## config.mk

```make
export PLATFORM = sky130hd
export DESIGN_NAME = rtc_host_port
export DESIGN_NICKNAME = d
export VERILOG_FILES = /design/src/rtl/rtc_port_pkg.sv /design/src/rtl/rtc_index_reg.sv /design/src/rtl/rtc_byte_bank.sv /design/src/rtl/rtc_flag_unit.sv /design/src/rtl/rtc_host_port.sv
export SDC_FILE = /design/constraint.sdc
export NUM_CORES = 2
export LEC_CHECK = 0
export BUFFER_PORTS_ARGS = -buffer_cell sky130_fd_sc_hd__buf_2
export CORE_MARGIN = 4
export CORE_UTILIZATION = 40
export DETAILED_ROUTE_END_ITERATION = 10
export PLACE_DENSITY = 0.53
export SYNTH_ARGS = -nofsm -noshare
export SYNTH_HDL_FRONTEND = slang
export SYNTH_HIERARCHICAL = 1
export SYNTH_SLANG_ARGS = --single-unit
```

## constraint.sdc

```tcl
create_clock -name clk -period 12.6 [get_ports clk]
set_input_delay 2.52 -clock clk [delete_from_list [all_inputs] [get_ports clk]]
set_output_delay 2.52 -clock clk [all_outputs]
set_load 0.01 [all_outputs]
```

## src/rtl/rtc_port_pkg.sv

```systemverilog
package rtc_port_pkg;

    localparam int REG_IDX_W = 7;

    localparam logic [REG_IDX_W-1:0] REG_A = 7'h0A;
    localparam logic [REG_IDX_W-1:0] REG_B = 7'h0B;
    localparam logic [REG_IDX_W-1:0] REG_C = 7'h0C;
    localparam logic [REG_IDX_W-1:0] REG_D = 7'h0D;

    localparam logic [7:0] VALID_POWER_BYTE = 8'h80;

    // event/flag/enable triple, ordered as bits 6,5,4 of registers B and C
    typedef struct packed {
        logic periodic;
        logic alarm;
        logic update;
    } rtc_evt_t;

    function automatic logic [7:0] flag_byte(rtc_evt_t flags, rtc_evt_t en);
        logic [2:0] live;
        live = flags & en;
        return {|live, flags, 4'b0000};
    endfunction

endpackage

```

## src/rtl/rtc_index_reg.sv

```systemverilog
module rtc_index_reg #(
    parameter int W = 8
) (
    input  logic         clk,
    input  logic         rst,
    input  logic         we,
    input  logic [W-1:0] d,
    output logic [W-1:0] q
);
    always_ff @(posedge clk) begin
        if (rst)     q <= '0;
        else if (we) q <= d;
    end
endmodule

```

## src/rtl/rtc_byte_bank.sv

```systemverilog
module rtc_byte_bank #(
    parameter int DEPTH = 128,
    localparam int AW = $clog2(DEPTH)
) (
    input  logic          clk,
    input  logic          rst,
    input  logic          we,
    input  logic [AW-1:0] waddr,
    input  logic [7:0]    wdata,
    input  logic [AW-1:0] raddr,
    output logic [7:0]    rdata
);
    logic [7:0] mem [DEPTH];

    always_ff @(posedge clk) begin
        if (rst) begin
            for (int i = 0; i < DEPTH; i++) mem[i] <= '0;
        end else if (we) begin
            mem[waddr] <= wdata;
        end
    end

    assign rdata = mem[raddr];
endmodule

```

## src/rtl/rtc_flag_unit.sv

```systemverilog
module rtc_flag_unit
    import rtc_port_pkg::*;
(
    input  logic     clk,
    input  logic     rst,
    input  rtc_evt_t evt,
    input  rtc_evt_t en,
    input  logic     rd_clr,
    output rtc_evt_t flags,
    output logic     irq
);
    rtc_evt_t flags_d;

    // a read clears the held flags; a coincident event still lands
    always_comb begin
        flags_d = rd_clr ? rtc_evt_t'(3'b000) : flags;
        flags_d = flags_d | evt;
    end

    always_ff @(posedge clk) begin
        if (rst) flags <= '0;
        else     flags <= flags_d;
    end

    assign irq = |(flags & en);

    assert_latch_R3: assert property (@(posedge clk) disable iff (rst)
        (|evt) |=> ((flags & $past(evt)) == $past(evt)));

    assert_clear_R5: assert property (@(posedge clk) disable iff (rst)
        (rd_clr && evt == '0) |=> (flags == '0));

    assert_keep_R6: assert property (@(posedge clk) disable iff (rst)
        (!rd_clr && evt == '0) |=> $stable(flags));
endmodule

```

## src/rtl/rtc_host_port.sv

```systemverilog
module rtc_host_port
    import rtc_port_pkg::*;
#(
    parameter int NUM_BANKS  = 2,
    parameter int BANK_DEPTH = 128,
    localparam int PA_W = $clog2(2 * NUM_BANKS),
    localparam int BS_W = (NUM_BANKS > 1) ? $clog2(NUM_BANKS) : 1,
    localparam int AW   = $clog2(BANK_DEPTH)
) (
    input  logic            clk,
    input  logic            rst,
    input  logic [PA_W-1:0] bus_addr,
    input  logic            bus_wr,
    input  logic            bus_rd,
    input  logic [7:0]      bus_wdata,
    output logic [7:0]      bus_rdata,
    input  logic            uip_i,
    input  logic            ev_periodic_i,
    input  logic            ev_alarm_i,
    input  logic            ev_update_i,
    output logic [6:0]      ctrl_a_o,
    output logic [7:0]      ctrl_b_o,
    output logic            irq_o
);
    logic [7:0]      idx_q   [NUM_BANKS];
    logic [7:0]      bank_rd [NUM_BANKS];
    logic [BS_W-1:0] bank_sel;
    logic            is_data;

    assign is_data  = bus_addr[0];
    assign bank_sel = BS_W'(bus_addr[PA_W-1:1]);

    // window-0 decode
    logic [AW-1:0] w0_idx;
    logic          w0_data_hit, sel_a, sel_b, sel_c, sel_d, rd_clr;
    logic [6:0]    ctrl_a_q;
    logic [7:0]    ctrl_b_q;
    rtc_evt_t      flags, evt_in;
    logic          irq;

    assign w0_idx      = idx_q[0][AW-1:0];
    assign w0_data_hit = (bus_addr == PA_W'(1));
    assign sel_a       = (w0_idx == AW'(REG_A));
    assign sel_b       = (w0_idx == AW'(REG_B));
    assign sel_c       = (w0_idx == AW'(REG_C));
    assign sel_d       = (w0_idx == AW'(REG_D));
    assign rd_clr      = bus_rd && w0_data_hit && sel_c;

    always_ff @(posedge clk) begin
        if (rst) begin
            ctrl_a_q <= '0;
            ctrl_b_q <= '0;
        end else if (bus_wr && w0_data_hit) begin
            if (sel_a) ctrl_a_q <= bus_wdata[6:0];
            if (sel_b) ctrl_b_q <= bus_wdata;
        end
    end

    assign evt_in = '{periodic: ev_periodic_i, alarm: ev_alarm_i, update: ev_update_i};

    rtc_flag_unit u_flags (
        .clk    (clk),
        .rst    (rst),
        .evt    (evt_in),
        .en     (rtc_evt_t'(ctrl_b_q[6:4])),
        .rd_clr (rd_clr),
        .flags  (flags),
        .irq    (irq)
    );

    genvar b;
    generate
        for (b = 0; b < NUM_BANKS; b++) begin : g_win
            logic          idx_we, dat_hit, mem_we;
            logic [7:0]    mem_rd;
            logic [AW-1:0] widx;

            assign idx_we  = bus_wr && (bus_addr == PA_W'(2 * b));
            assign dat_hit = (bus_addr == PA_W'(2 * b + 1));
            assign widx    = idx_q[b][AW-1:0];

            rtc_index_reg #(.W(8)) u_idx (
                .clk (clk),
                .rst (rst),
                .we  (idx_we),
                .d   (bus_wdata),
                .q   (idx_q[b])
            );

            if (b == 0) begin : g_ctl
                // A..D live in dedicated logic; the array ignores them
                assign mem_we = bus_wr && dat_hit && !(sel_a || sel_b || sel_c || sel_d);
                always_comb begin
                    if (sel_a)      bank_rd[b] = {uip_i, ctrl_a_q};
                    else if (sel_b) bank_rd[b] = ctrl_b_q;
                    else if (sel_c) bank_rd[b] = flag_byte(flags, rtc_evt_t'(ctrl_b_q[6:4]));
                    else if (sel_d) bank_rd[b] = VALID_POWER_BYTE;
                    else            bank_rd[b] = mem_rd;
                end
            end else begin : g_ext
                assign mem_we     = bus_wr && dat_hit;
                assign bank_rd[b] = mem_rd;
            end

            rtc_byte_bank #(.DEPTH(BANK_DEPTH)) u_bank (
                .clk   (clk),
                .rst   (rst),
                .we    (mem_we),
                .waddr (widx),
                .wdata (bus_wdata),
                .raddr (widx),
                .rdata (mem_rd)
            );
        end
    endgenerate

    assign bus_rdata = is_data ? bank_rd[bank_sel] : idx_q[bank_sel];
    assign ctrl_a_o  = ctrl_a_q;
    assign ctrl_b_o  = ctrl_b_q;
    assign irq_o     = irq;

    assert_irqbit_R4: assert property (@(posedge clk) disable iff (rst)
        (w0_data_hit && sel_c) |-> (bus_rdata[7] == irq_o));

    assert_regd_R7: assert property (@(posedge clk) disable iff (rst)
        (w0_data_hit && sel_d) |-> (bus_rdata == 8'h80));

    assert_uip_R8: assert property (@(posedge clk) disable iff (rst)
        (w0_data_hit && sel_a) |-> (bus_rdata[7] == uip_i));

    assert_cd_ignored_R7: assert property (@(posedge clk) disable iff (rst)
        (bus_wr && w0_data_hit && sel_c) |=> $stable(ctrl_b_o));

    assert_reset_R10: assert property (@(posedge clk)
        $past(rst) |-> (irq_o == 1'b0 && ctrl_b_o == 8'h00 && ctrl_a_o == 7'h00));
endmodule

```

==> impl_metrics.tcl <==
set metrics [dict create \
    cp-end-kind "output port" \
    clk_latency_ps 860 \
    setup_violations 0 \
    p_sw_frac 0.224 \
    r2r_setup_slack_ps 7260 \
    path_clk_slew_ps 60 \
    slowest_stage "dfxtp_4" \
    status "completed" \
    nets 5943 \
    n_fill_cell 20897 \
    antenna_found_initial 4 \
    post_cts_buffers 0 \
    synth.distinct_cells 40 \
    cp_max_fo 39 \
    ys.flop_type "edfxtp_1" \
    ant_nets 0 \
    drive_above_1_share 0.226 \
    p_comb_frac 0.056 \
    synth.top_cells.by_count "and2_1, edfxtp_1, mux4_2" \
    required_ps 10080 \
    drt_first_pass_iters 5 \
    clock_skew_ps 32.9 \
    ys_seq_elements 2082 \
    cts_tree "done" \
    yosysTopAreaCellShare 0.639 \
    cts_buffer_depth 3 \
    syn_inst 6014 \
    finalMaxSlewViolations 0 \
    avgSynthCellArea_um2 16.0 \
    cap_viol_max_count 0 \
    final_cells 9287 \
    grt_pass1_wl_um 375000 \
    grt_pass1_vias 51823 \
    ios 42 \
    fin_setup_tns_ps 0 \
    holdPathStages 2 \
    num_vias 50264 \
    synth_most_common_cell "and2_1" \
    grt_max_degree 177 \
    clock-root-buffer "clkbuf_16" \
    die-area_mm2 0.249 \
    pre_cts_slack_ps 4900 \
    max-vdd-ir-drop_uv 120 \
    slowest_delay_ps 880 \
    via_per_inst 5.41 \
    fp.dieW_um 499 \
    min_path_type "reg -> reg" \
    wl_per_cell_um 27.3 \
    reg2reg_from "g_win[0].u_idx/q[2]$_SDFFE_PP0P_" \
    fp.coreArea_mm2 0.239 \
    hold_viol 0 \
    cts_sinks 2082 \
    yosys-mux-area-fraction 0.163 \
    yosys.area_share.simple 0.169 \
    yosysSeqAreaShare 0.646 \
    fin_crit_sh 0.672 \
    cts_resized 0 \
    num_rows 179 \
    drt_iter0_markers 3922 \
    r2r_end "g_win[0].u_bank/mem[22][1]$_SDFFCE_PN0P_" \
    holdBufCountCts 0 \
    tightest_slew_ps 1170 \
    switchingPower_mw 3.35 \
    synth_enable_flop_cells 2048 \
    async_reset_ff_frac 0 \
    start_util 0.403 \
    crit_top_cell "mux4_2" \
    dieHeight_um 499 \
    rsz0062_at_grt "no" \
    syn_area_mm2 0.0962 \
    rr_worst_depth 9 \
    globalplace.congestion 0.793 \
    totalWireLength_um 254000 \
    arrival_ps 5940 \
    synth_compound_area_frac 0.00317 \
    multi_input_area_mm2 0.0323 \
    max_clock_freq_mhz 118 \
    min_period_ps 8460 \
    drc 0 \
    power_density_mw_per_mm2 141 \
    synth_top_family_by_area "simple AND/OR/NAND/NOR gates" \
    htreeDepth 4 \
    worstSetupStartpointType "flip-flop" \
    overflow 0 \
    seq_area_mm2 0.0622 \
    syn_to_final_growth_pct 10.4 \
    yosys_warnings 6 \
    numCtsBuffers 222 \
    critical_path_class "reg -> out" \
    leakage_nw 36.9 \
    post-dp-hpwl_um 155000 \
    synth_top_area_cell "edfxtp_1" \
    pwr-share-clk 0.416 \
    maxSlewHeadroom 0.220 \
    p_int_mw 11.6 \
    setup_ws_ps 4140 \
    hp-start "g_win[1].u_idx/q[7]$_SDFFE_PP0P_" \
    synth_xor_area_frac 0 \
    post-place-cells 8868 \
    hold_end "g_win[1].u_idx/q[7]$_SDFFE_PP0P_" \
    path_cells "buf_4 -> buf_4 -> mux4_2 -> mux4_2 -> mux4_2 -> mux2_2 -> a32o_1 -> a21oi_1 -> o21ai_1 -> buf_2" \
    syn_nets 6032 \
    portBuffers 41 \
    grt_use_total 0.203 \
    power_frac_seq 0.528 \
    synth.area.top_cells "edfxtp_1, mux4_2, and2_1" \
    synth_fa_ha_area_frac 0 \
]
kinds of logic after synthesis:
family          Yosys count
flops                  2082
compound gates           47
mux                     727
buf+inv                 440
simple gates           2718
power groups by stage:
stage          combinational, mW  sequential [mW]  clock, mW
2_1_floorplan              0.542             7.99          0
3_3_place_gp               0.850             8.04          0
3_5_place_dp               0.855             8.05          0
4_1_cts                    0.856             7.90       6.39
5_1_grt                    0.884             7.92       6.68
6_report                   0.838             7.90       6.23
worst max-delay path: cells and delay by family (launching register included):
| kind | cells | cell delay (ps) |
|---|---|---|
| mux | 4 | 2060 |
| buf+inv | 3 | 1560 |
| compound gates | 3 | 500 |
| flops | 1 | 880 |
state kept, by name, indices dropped and copies added, names as in the netlist:
| name | flops |
|---|---|
| g_win.u_bank/mem | 2048 |
| ctrl_a_o | 7 |
| u_flags/flags | 3 |
| g_win.u_idx/q | 16 |
| ctrl_b_o | 8 |
layout make-up:
type / instances / area share
multi-input combinational: 3492 / 0.304
timing repair buffer: 123 / 0.00928
sequential: 2082 / 0.585
inverter: 4 / 0.000141
antenna: 4 / 0.0000942
clock inverter: 139 / 0.00944
tap: 3167 / 0.0373
clock buffer: 276 / 0.0550
how the worst max path moves through the flow:
stage / startpoint / end / slack (ps) / depth (start not counted)
after floorplan: bus_addr[0] / bus_rdata[4] / 6600 / 6
after global placement: g_win[0].u_idx/q[0]$_SDFFE_PP0P_ / bus_rdata[7] / 4850 / 11
after detailed placement: g_win[1].u_idx/q[0]$_SDFFE_PP0P_ / bus_rdata[2] / 4900 / 9
after CTS: g_win[1].u_idx/q[0]$_SDFFE_PP0P_ / bus_rdata[2] / 3940 / 9
after global routing: g_win[0].u_idx/q[0]$_SDFFE_PP0P_ / bus_rdata[7] / 3740 / 11
final: g_win[0].u_idx/q[0]$_SDFFE_PP0P_ / bus_rdata[2] / 4140 / 10
stage by stage:
step,utilization,area [um^2],hold WS [ps],power (mW)
detailed placement,0.416,99400,491,8.90
finish,0.445,106000,506,15.0
global route,0.445,106000,549,15.5
global placement,0.416,99400,469,8.89
floorplan,-,96200,456,8.53
CTS,0.445,106000,505,15.2
placed cells by master (no fill, tap or decap), types with 5 or more instances in the layout:
cell type	count
clkbuf_16	226
buf_4	76
dfxtp_4	8
nor3b_1	7
clkinv_2	41
nor2b_1	16
nand2_1	33
dfxtp_1	24
o21ai_1	6
a21oi_1	15
o21ai_0	5
buf_12	6
nor2_1	293
bufinv_16	11
clkinv_1	71
buf_2	32
edfxtp_1	2048
nand2b_1	19
or2_2	256
o211ai_1	6
mux4_2	672
mux2_2	24
nand3_1	20
buf_8	9
clkbuf_1	50
and2_1	2049
mux2i_1	31
routing by layer:
metal	routed length [um]	up-vias	global-route usage	share of wire
met5	10	-	0	0.000039
met4	4890	2	0.0453	0.019
met3	11500	287	0.0251	0.045
met2	123000	1214	0.329	0.48
met1	114000	26682	0.295	0.45
li1	-	22079	-	-
Note: power is estimated with default switching activity, not from simulation.
